File: config.mk
export PLATFORM = sky130hd
export DESIGN_NAME = rs_pool
export DESIGN_NICKNAME = d
export VERILOG_FILES = /design/src/rtl/rs_pkg.sv /design/src/rtl/rs_alloc.sv /design/src/rtl/rs_select.sv /design/src/rtl/rs_entry.sv /design/src/rtl/rs_pool.sv
export SDC_FILE = /design/constraint.sdc
export NUM_CORES = 1
export LEC_CHECK = 0
export BUFFER_PORTS_ARGS = -buffer_cell sky130_fd_sc_hd__buf_2
export CAP_MARGIN = 20
export CORE_ASPECT_RATIO = 0.5
export CORE_MARGIN = 2
export CORE_UTILIZATION = 49
export DETAILED_ROUTE_END_ITERATION = 12
export PLACE_DENSITY = 0.71
export SYNTH_ARGS = -nofsm -noshare
export SYNTH_HDL_FRONTEND = slang
export SYNTH_SLANG_ARGS = --single-unit
File: constraint.sdc
create_clock -name clk_i -period 2.5 [get_ports clk_i]
set_clock_uncertainty 0.15 [all_clocks]
set_input_delay 0.5 -clock clk_i [delete_from_list [all_inputs] [get_ports clk_i]]
set_output_delay 0.5 -clock clk_i [all_outputs]
set_load 0.02 [all_outputs]
File: src/rtl/rs_pkg.sv
package rs_pkg;
  localparam int unsigned RS_ENTRIES = 4;
  localparam int unsigned RS_TAG_W   = 3;
  localparam int unsigned RS_DATA_W  = 16;
  localparam int unsigned RS_OP_W    = 3;
  localparam int unsigned RS_NSRC    = 2;
endpackage

File: src/rtl/rs_alloc.sv
module rs_alloc #(
  parameter int unsigned N_ENT = 4
) (
  input  logic [N_ENT-1:0] busy_i,
  output logic [N_ENT-1:0] alloc_oh_o,
  output logic             full_o
);
  // lowest-index free slot
  always_comb begin
    alloc_oh_o = '0;
    for (int i = N_ENT - 1; i >= 0; i--) begin
      if (!busy_i[i]) begin
        alloc_oh_o    = '0;
        alloc_oh_o[i] = 1'b1;
      end
    end
  end

  assign full_o = &busy_i;
endmodule

File: src/rtl/rs_select.sv
module rs_select #(
  parameter int unsigned N_ENT = 4
) (
  input  logic             clk_i,
  input  logic             rst_ni,
  input  logic [N_ENT-1:0] alloc_i,
  input  logic [N_ENT-1:0] ready_i,
  output logic [N_ENT-1:0] grant_o
);
  // older[i][j] = entry i was accepted before entry j
  logic [N_ENT-1:0] older [N_ENT];

  for (genvar i = 0; i < N_ENT; i++) begin : g_row
    logic [N_ENT-1:0] row_q;
    always_ff @(posedge clk_i or negedge rst_ni) begin
      if (!rst_ni)          row_q <= '0;
      else if (alloc_i[i])  row_q <= '0;
      else                  row_q <= row_q | alloc_i;
    end
    assign older[i] = row_q;
  end

  always_comb begin
    for (int i = 0; i < N_ENT; i++) begin
      logic blocked;
      blocked = 1'b0;
      for (int j = 0; j < N_ENT; j++) begin
        if (ready_i[j] && older[j][i]) blocked = 1'b1;
      end
      grant_o[i] = ready_i[i] && !blocked;
    end
  end
endmodule

File: src/rtl/rs_entry.sv
module rs_entry #(
  parameter int unsigned TAG_W  = 3,
  parameter int unsigned DATA_W = 16,
  parameter int unsigned OP_W   = 3,
  parameter int unsigned NSRC   = 2
) (
  input  logic              clk_i,
  input  logic              rst_ni,
  input  logic              flush_i,
  input  logic              alloc_i,
  input  logic              grant_i,
  input  logic [OP_W-1:0]   op_i,
  input  logic [TAG_W-1:0]  src_tag_i [NSRC],
  input  logic [DATA_W-1:0] src_val_i [NSRC],
  input  logic [TAG_W-1:0]  dst_i,
  input  logic              bc_valid_i,
  input  logic [TAG_W-1:0]  bc_tag_i,
  input  logic [DATA_W-1:0] bc_val_i,
  output logic              busy_o,
  output logic              ready_o,
  output logic [OP_W-1:0]   op_o,
  output logic [DATA_W-1:0] val_o [NSRC],
  output logic [TAG_W-1:0]  dst_o
);
  logic             busy_q, sent_q;
  logic [OP_W-1:0]  op_q;
  logic [TAG_W-1:0] dst_q;
  logic [NSRC-1:0]  have;
  logic             free_hit;

  for (genvar k = 0; k < NSRC; k++) begin : g_src
    logic [TAG_W-1:0]  tag_q;
    logic [DATA_W-1:0] val_q;
    logic              hit_new, hit_old;
    assign hit_new = bc_valid_i && (src_tag_i[k] != '0) && (bc_tag_i == src_tag_i[k]);
    assign hit_old = bc_valid_i && (tag_q != '0) && (bc_tag_i == tag_q);
    always_ff @(posedge clk_i or negedge rst_ni) begin
      if (!rst_ni) begin
        tag_q <= '0;
        val_q <= '0;
      end else if (alloc_i) begin
        tag_q <= hit_new ? '0 : src_tag_i[k];
        val_q <= hit_new ? bc_val_i : src_val_i[k];
      end else if (busy_q && hit_old) begin
        tag_q <= '0;
        val_q <= bc_val_i;
      end
    end
    assign have[k]  = (tag_q == '0);
    assign val_o[k] = val_q;
  end

  assign free_hit = busy_q && sent_q && bc_valid_i && (bc_tag_i == dst_q);

  always_ff @(posedge clk_i or negedge rst_ni) begin
    if (!rst_ni) begin
      busy_q <= 1'b0;
      sent_q <= 1'b0;
      op_q   <= '0;
      dst_q  <= '0;
    end else if (flush_i) begin
      busy_q <= 1'b0;
      sent_q <= 1'b0;
    end else if (alloc_i) begin
      busy_q <= 1'b1;
      sent_q <= 1'b0;
      op_q   <= op_i;
      dst_q  <= dst_i;
    end else if (free_hit) begin
      busy_q <= 1'b0;
      sent_q <= 1'b0;
    end else if (grant_i) begin
      sent_q <= 1'b1;
    end
  end

  assign busy_o  = busy_q;
  assign ready_o = busy_q && !sent_q && (&have);
  assign op_o    = op_q;
  assign dst_o   = dst_q;
endmodule

File: src/rtl/rs_pool.sv
module rs_pool
  import rs_pkg::*;
#(
  parameter int unsigned N_ENT  = RS_ENTRIES,
  parameter int unsigned TAG_W  = RS_TAG_W,
  parameter int unsigned DATA_W = RS_DATA_W,
  parameter int unsigned OP_W   = RS_OP_W
) (
  input  logic              clk_i,
  input  logic              rst_ni,
  input  logic              flush_i,
  input  logic              issue_valid_i,
  input  logic [OP_W-1:0]   issue_op_i,
  input  logic [TAG_W-1:0]  issue_s1_tag_i,
  input  logic [DATA_W-1:0] issue_s1_val_i,
  input  logic [TAG_W-1:0]  issue_s2_tag_i,
  input  logic [DATA_W-1:0] issue_s2_val_i,
  input  logic [TAG_W-1:0]  issue_dst_i,
  output logic              full_o,
  input  logic              bc_valid_i,
  input  logic [TAG_W-1:0]  bc_tag_i,
  input  logic [DATA_W-1:0] bc_val_i,
  output logic              disp_valid_o,
  output logic [OP_W-1:0]   disp_op_o,
  output logic [DATA_W-1:0] disp_a_o,
  output logic [DATA_W-1:0] disp_b_o,
  output logic [TAG_W-1:0]  disp_dst_o
);
  localparam int unsigned NSRC = RS_NSRC;

  logic [N_ENT-1:0]  busy_vec, ready_vec, alloc_oh, alloc_vec, grant_oh;
  logic              accept;
  logic [TAG_W-1:0]  src_tag [NSRC];
  logic [DATA_W-1:0] src_val [NSRC];
  logic [OP_W-1:0]   ent_op  [N_ENT];
  logic [TAG_W-1:0]  ent_dst [N_ENT];
  logic [DATA_W-1:0] ent_a   [N_ENT];
  logic [DATA_W-1:0] ent_b   [N_ENT];

  assign src_tag[0] = issue_s1_tag_i;
  assign src_tag[1] = issue_s2_tag_i;
  assign src_val[0] = issue_s1_val_i;
  assign src_val[1] = issue_s2_val_i;

  rs_alloc #(.N_ENT(N_ENT)) u_alloc (
    .busy_i     (busy_vec),
    .alloc_oh_o (alloc_oh),
    .full_o     (full_o)
  );

  assign accept    = issue_valid_i && !full_o && !flush_i;
  assign alloc_vec = accept ? alloc_oh : '0;

  for (genvar i = 0; i < N_ENT; i++) begin : g_ent
    logic [DATA_W-1:0] vals [NSRC];
    rs_entry #(.TAG_W(TAG_W), .DATA_W(DATA_W), .OP_W(OP_W), .NSRC(NSRC)) u_ent (
      .clk_i      (clk_i),
      .rst_ni     (rst_ni),
      .flush_i    (flush_i),
      .alloc_i    (alloc_vec[i]),
      .grant_i    (grant_oh[i]),
      .op_i       (issue_op_i),
      .src_tag_i  (src_tag),
      .src_val_i  (src_val),
      .dst_i      (issue_dst_i),
      .bc_valid_i (bc_valid_i),
      .bc_tag_i   (bc_tag_i),
      .bc_val_i   (bc_val_i),
      .busy_o     (busy_vec[i]),
      .ready_o    (ready_vec[i]),
      .op_o       (ent_op[i]),
      .val_o      (vals),
      .dst_o      (ent_dst[i])
    );
    assign ent_a[i] = vals[0];
    assign ent_b[i] = vals[1];
  end

  rs_select #(.N_ENT(N_ENT)) u_sel (
    .clk_i   (clk_i),
    .rst_ni  (rst_ni),
    .alloc_i (alloc_vec),
    .ready_i (ready_vec),
    .grant_o (grant_oh)
  );

  always_comb begin
    disp_op_o  = '0;
    disp_a_o   = '0;
    disp_b_o   = '0;
    disp_dst_o = '0;
    for (int i = 0; i < N_ENT; i++) begin
      if (grant_oh[i]) begin
        disp_op_o  = disp_op_o  | ent_op[i];
        disp_a_o   = disp_a_o   | ent_a[i];
        disp_b_o   = disp_b_o   | ent_b[i];
        disp_dst_o = disp_dst_o | ent_dst[i];
      end
    end
  end

  assign disp_valid_o = |grant_oh;
endmodule

==> metrics, run 1 <==
total core area=just over 20000 sq um; Worst Hold Slack=about 0.14 ns; Top Usage Layer GRT=met2; highest-count cells in the layout ignoring fill and taps=200 x dfrtp_1, 138 x inv_1, 125 x nand2_1; Die Y=106 um; commonest non-fill, non-tap cell in the layout=dfrtp_1; vias per std cell=about 6.4; row count=37; CTS tree=done; RSZ-0062 raised after global routing=yes; Detailed Routing Iterations Pass 1=13; largest stage delay on the critical path=0.59 ns; Port Buffers=around 110; gpl congestion=0.881; fin crit period=around 3.5 ns; area added between synthesis and finish=33.7%; status=finished with violations; Synth Warn #=0; post-synthesis sequential area ratio=between 40% and 50%; register bit total from synthesis=200; Crit. End Element=primary output; cts bufs inserted=17; # DRC=0; final wirelength=approximately 35000 um; met1 GRT Util=between 40% and 50%; clock sink total=200; clock root cell=clkbuf_16; post-DR wirelength/cell=22.6 um; crit path cell chain=or4_4, or3_4, a2111oi_4, buf_6, buf_12, a22oi_1, nand2_1, buf_6; Clock Latency Late Sink=0.45 ns; Final ANT Viol Nets=0; Slew headroom=between 50% and 60%; initial DRC count=about 1400; Final Setup Violations=39; Crit Path Class=reg -> out; required time of the worst setup path=1.85 ns; Slew @ Worst Pin=a little under 0.7 ns; Post-synth ARST share=100%; CTS H-tree lvls=4; VDD IR max=around 0.00053 V; Total Power=a little under 10 mW; final net count=1309; Syn Area/Cell=around 9.6 sq um; vias in the first global route=about 9700; Worst Path Arrival=about 2.9 ns; Buf/Inv on CP=3; clock tree buffer depth=2; post-synth top area share=roughly 49%; placed cell area=12100 sq um; met3 GRT Util=roughly 5.5%; startpoint class of the critical path=flip-flop; synth top area cells=dfrtp_1 49%, a222oi_1 6.3%, nand2_1 5.8%; Most common cell on crit path=buf_6; HPWL Detailed=around 22000 um; crit-path max FO=13; cell taking the most area after synthesis=dfrtp_1; worst r2r path cells=8; IO Pins=roughly 110; clock-pin transition on the worst setup and hold timing paths=about 0.07 ns; Post-Syn Area=just over 10000 sq um; final cycle utilization of the critical path=140%; Total Routing Usage GR=slightly above 30%; worst hold start=issue_op_i[0]; worst setup margin=-1.00 ns; worst slack, placed=-0.562 ns; initial antenna violation count=2; met2 usage=around 49%; pwr dens=roughly 710 nW/um^2; RR Endpoint=g_ent[1].u_ent.g_src[0].val_q[15]$_DFFE_PN0P_; Hold EP=g_ent[3].u_ent.op_o[0]$_DFFE_PN0P_; f_max=roughly 0.29 GHz; Post-synth EDFFs=0; flop-to-flop setup slack=0.07 ns; cell count after synthesis=approximately 1000; CP top delay family=simple AND/OR/NAND/NOR gates; die area=between 20000 and 25000 sq um; worst hold path type=in -> reg; failing checks=negative setup slack; final slew viol count=0; total gr overflow=0; max_cap viols=0; largest net degree at the start of global routing=70; Die W=slightly above 200 um; fin area=13500 sq um; Initial Utilization=about half; Fin. Hold Viols=0; Mapped Nets=around 1100; Worst Hold Path Cells=3; CP max-delay cell=or4_4; global-route wire length before repair=around 53000 um; post-synth cell types=between 40 and 50; Crit Reg-Reg Startpoint=g_ent[1].u_ent.g_src[0].tag_q[2]$_DFFE_PN0P_; DR vias=9729; share of layout cells above drive strength 1=34.2%; Main synth FF type=dfrtp_1; Leak=between 6 and 7 nW
## through the flow
stage          cells  util, %  setup TNS [ns]
6_report        1528     66.3          -35.93
5_1_grt         1528     66.3          -38.28
4_1_cts         1512     63.6          -35.81
3_5_place_dp    1474     59.1          -20.22
3_3_place_gp    1474     59.1          -19.20
2_1_floorplan   1049        -           -8.17
## tightest hold or removal path, cell delays in order
cell and delay [ns]:
buf_2 0.11, nand2_1 0.05, nand2_1 0.05
## worst max-delay path by stage
stage | start | to | slack [ns] | depth (start not counted)
2_1_floorplan | g_ent[0].u_ent.sent_q$_DFFE_PN0P_ | disp_a_o[11] | -0.25 | 7
5_1_grt | g_ent[1].u_ent.g_src[1].tag_q[1]$_DFFE_PN0P_ | disp_b_o[6] | -1.05 | 8
3_5_place_dp | g_ent[0].u_ent.g_src[1].tag_q[1]$_DFFE_PN0P_ | disp_b_o[15] | -0.56 | 8
4_1_cts | g_ent[3].u_ent.g_src[1].tag_q[1]$_DFFE_PN0P_ | disp_a_o[5] | -0.97 | 8
3_3_place_gp | g_ent[3].u_ent.g_src[0].tag_q[2]$_DFFE_PN0P_ | disp_a_o[0] | -0.54 | 7
6_report | g_ent[1].u_ent.g_src[0].tag_q[2]$_DFFE_PN0P_ | disp_b_o[14] | -1.0 | 8
## cells by family after synthesis
logic type             count (synthesis)  share of synthesized area (%)
AND/OR/NAND/NOR                      327                           15.1
AO/OA/AOI/OAI                        273                           23.8
buffers and inverters                217                           8.80
flip-flops                           200                           49.5
XOR/XNOR                              32                           2.77
## synth_stat cells (28+ instances only)
master    count
nor3_1       42
inv_1       138
a221oi_1     32
clkbuf_1     42
nand2_1     156
a222oi_1     64
or3_1        43
dfrtp_1     200
nor2_1       35
o221a_2      32
a22oi_1      76
buf_2        28
## metal layers
metal	vias up	wire, um
met5	-	0
met2	596	16100
met4	0	1010
met1	4810	14000
met3	99	3540
li1	4224	-
## power by group
part	internal, mW	total (mW)	switching (mW)
logic	1.22	2.42	1.20
registers	3.99	4.51	0.527
clock network	1.46	2.74	1.29
## repair_timing
item / CTS / global route
pin swaps: 4 / 32
resized for setup: 88 / 67
hold buffers: 1 / 0
endpoints found under the setup margin: 39 / 49
endpoints found under the hold margin: 53 / 0
cloned: 0 / 7
buffers inserted: 8 / 8
## flip-flops by register name, indices dropped and copies added (netlist names)
name	flops
g_ent.u_ent.g_src.val_q	128
g_ent.u_ent.g_src.tag_q	24
u_sel.g_row.row_q	16
g_ent.u_ent.dst_o	12
g_ent.u_ent.op_o	12
g_ent.u_ent.busy_o	4
g_ent.u_ent.sent_q	4
## area by class of cell
class,count,area [sq um]
fillers,1530,6890
flip-flops and latches,200,5000
multi-input cells,632,4710
repair buffers,252,2380
inverters,138,518
clock buffers,22,474
well taps,273,342
clock inverters,9,87.6
diodes,2,5.00
No activity file was read; power rests on OpenSTA's default activity.
==> run 2, diff against run 1 <==
CORE_UTILIZATION = 30   (was 49)
PLACE_DENSITY = 0.48   (was 0.71)
==> run 2 against run 1 <==
The flow still finishes with violations (negative setup slack). Final cell count rose by 13%. Register-to-register slack worse by 0.03 ns. Utilization shrank 24 points. Critical endpoint unchanged. Global-route usage is 9.1 points lower.
==> metrics, run 2 (same netlist as run 1, synthesis figures left out) <==
RSZ-0062 raised after global routing=yes; Die Y=134 um; post-DR wirelength/cell=about 22 um; worst hold path type=in -> reg; met2 usage=between 30 and 40%; failing checks=negative setup slack; area added between synthesis and finish=38.1%; fin crit period=approximately 3.5 ns; highest-count cells in the layout ignoring fill and taps=200 x dfrtp_1, 138 x inv_1, 126 x nand2_1; Crit Path Class=reg -> out; Gate power share=24.9%; pwr dens=between 600 and 700 nW/um^2; Final Setup Violations=39; worst setup margin=-1.01 ns; CTS tree=done; fin area=14000 sq um; Worst Hold Path Cells=3; share of layout cells above drive strength 1=between 30% and 40%; total gr overflow=0; largest net degree at the start of global routing=64; commonest non-fill, non-tap cell in the layout=dfrtp_1; worst slack, placed=-0.563 ns; Crit Reg-Reg Startpoint=g_ent[1].u_ent.g_src[1].tag_q[2]$_DFFE_PN0P_; Initial Utilization=30.6%; met3 GRT Util=3.40%; Hold EP=g_ent[0].u_ent.op_o[2]$_DFFE_PN0P_; Fin. Hold Viols=0; Top Usage Layer GRT=met2; Worst Path Arrival=2.86 ns; CTS H-tree lvls=4; gpl congestion=~0.86; final wirelength=~39000 um; met1 GRT Util=29.0%; status=finished with violations; most flop-heavy register=g_ent.u_ent.g_src.val_q; total core area=about 33000 sq um; Die W=~260 um; final cycle utilization of the critical path=140%; Slew headroom=60.3%; Port Buffers=between 100 and 150; required time of the worst setup path=between 1.5 and 2 ns; max reg flops=approximately 130; crit-path max FO=9; initial antenna violation count=3; cts bufs inserted=17; worst hold start=issue_op_i[2]; flop-to-flop setup slack=~0.040 ns; Slew @ Worst Pin=0.595 ns; Clock power frac=approximately 28%; Total Routing Usage GR=~22%; row count=47; worst r2r path cells=7; final slew viol count=0; Internal Power=about 6.6 mW; RR Endpoint=g_ent[1].u_ent.g_src[1].val_q[3]$_DFFE_PN0P_; initial DRC count=1263; clock root cell=clkbuf_16; sequential share of power=46.6%; final net count=between 1000 and 1500; Crit. End Element=primary output; Total Power=between 9 and 10 mW; f_max=0.285 GHz; startpoint class of the critical path=flip-flop; placed cell area=12600 sq um; DR vias=around 9400; vias in the first global route=approximately 9700; VDD IR max=between 0.0002 and 0.0003 V; switching pwr=between 3 and 4 mW; Layout fillers=roughly 3200; Final ANT Viol Nets=0; Switching Fraction=between 30% and 40%; Detailed Routing Iterations Pass 1=8; IO Pins=between 100 and 150; clock sink total=200; Leak=between 6 and 7 nW; vias per std cell=approximately 5.4; Worst Hold Slack=0.138 ns; max_cap viols=0; # DRC=0; Clock Latency Late Sink=around 0.45 ns; HPWL Detailed=approximately 25000 um; clock tree buffer depth=2; global-route wire length before repair=around 58000 um; die area=between 30000 and 40000 sq um; clock-pin transition on the worst setup and hold timing paths=~0.080 ns; Regs by FF count=g_ent.u_ent.g_src.val_q x128, g_ent.u_ent.g_src.tag_q x24, u_sel.g_row.row_q x16
[run 2: cell types whose count changed in the layout (fill, tap and decap cells not counted), sizes merged]
cell and change:
buf +26, clkbuf -3, clkinvlp +2, clkinv +1
[run 2: repair_timing]
| item | CTS | global route |
|---|---|---|
| buffers inserted | 12 | 10 |
| gates resized for setup | 101 | 36 |
| pin swaps | 25 | 37 |
| endpoints found under the hold margin | 57 | 0 |
| setup endpoints to repair | 39 | 71 |
| gates cloned | 1 | 6 |
| hold buffers | 1 | 0 |
[run 2: stage by stage]
stage	std cells	TNS (ns)	util, %
finish	1722	-36.72	42.2
detailed placement	1662	-23.35	38.0
CTS	1706	-37.74	41.1
global placement	1662	-20.99	38.0
floorplan	1049	-8.17	-
global route	1722	-39.61	42.2
[run 2: layer usage]
| layer | share of wire [%] | wire, um |
|---|---|---|
| met1 | 44 | 16800 |
| met4 | 2.3 | 886 |
| met2 | 48 | 18600 |
| met5 | 0.034 | 13 |
| met3 | 5.7 | 2190 |
[run 2: power groups by stage]
stage               Sequential [mW]  Combinational (mW)  Clock, mW
floorplan                      4.40                1.35          0
global placement               4.50                2.14          0
detailed placement             4.51                2.20          0
CTS                            4.48                2.34       2.82
global route                   4.59                2.64       2.97
finish                         4.51                2.41       2.75
[run 2: area by class of cell]
class / instances / area [sq um] / share of cell area [%]
timing repair buffer: 277 / 2700 / 19.3
inverter: 138 / 518 / 3.71
clock buffer: 20 / 447 / 3.20
multi-input combinational: 632 / 4640 / 33.2
clock inverter: 12 / 119 / 0.850
antenna: 2 / 5.00 / 0.0358
sequential: 200 / 5000 / 35.8
tap: 441 / 552 / 3.95
[run 2: worst max path at each step]
stage / from / to / slack (ns)
final: g_ent[1].u_ent.g_src[1].tag_q[2]$_DFFE_PN0P_ / disp_b_o[14] / -1.01
after CTS: g_ent[3].u_ent.g_src[0].tag_q[0]$_DFFE_PN0P_ / disp_b_o[14] / -1.04
after floorplan: g_ent[0].u_ent.sent_q$_DFFE_PN0P_ / disp_a_o[11] / -0.25
after detailed placement: g_ent[3].u_ent.sent_q$_DFFE_PN0P_ / disp_a_o[12] / -0.56
after global routing: g_ent[3].u_ent.g_src[1].tag_q[1]$_DFFE_PN0P_ / disp_b_o[1] / -1.09
after global placement: g_ent[3].u_ent.g_src[0].tag_q[2]$_DFFE_PN0P_ / disp_a_o[12] / -0.58
[run 2: worst max-delay path, cell delays in order, from the launching register on]
cell	delay, ns
dfrtp_1	0.39
or4_4	0.58
or3_4	0.40
a2111oi_4	0.23
buf_4	0.20
buf_12	0.14
buf_12	0.15
a22oi_2	0.08
nand2_1	0.11
buf_6	0.13
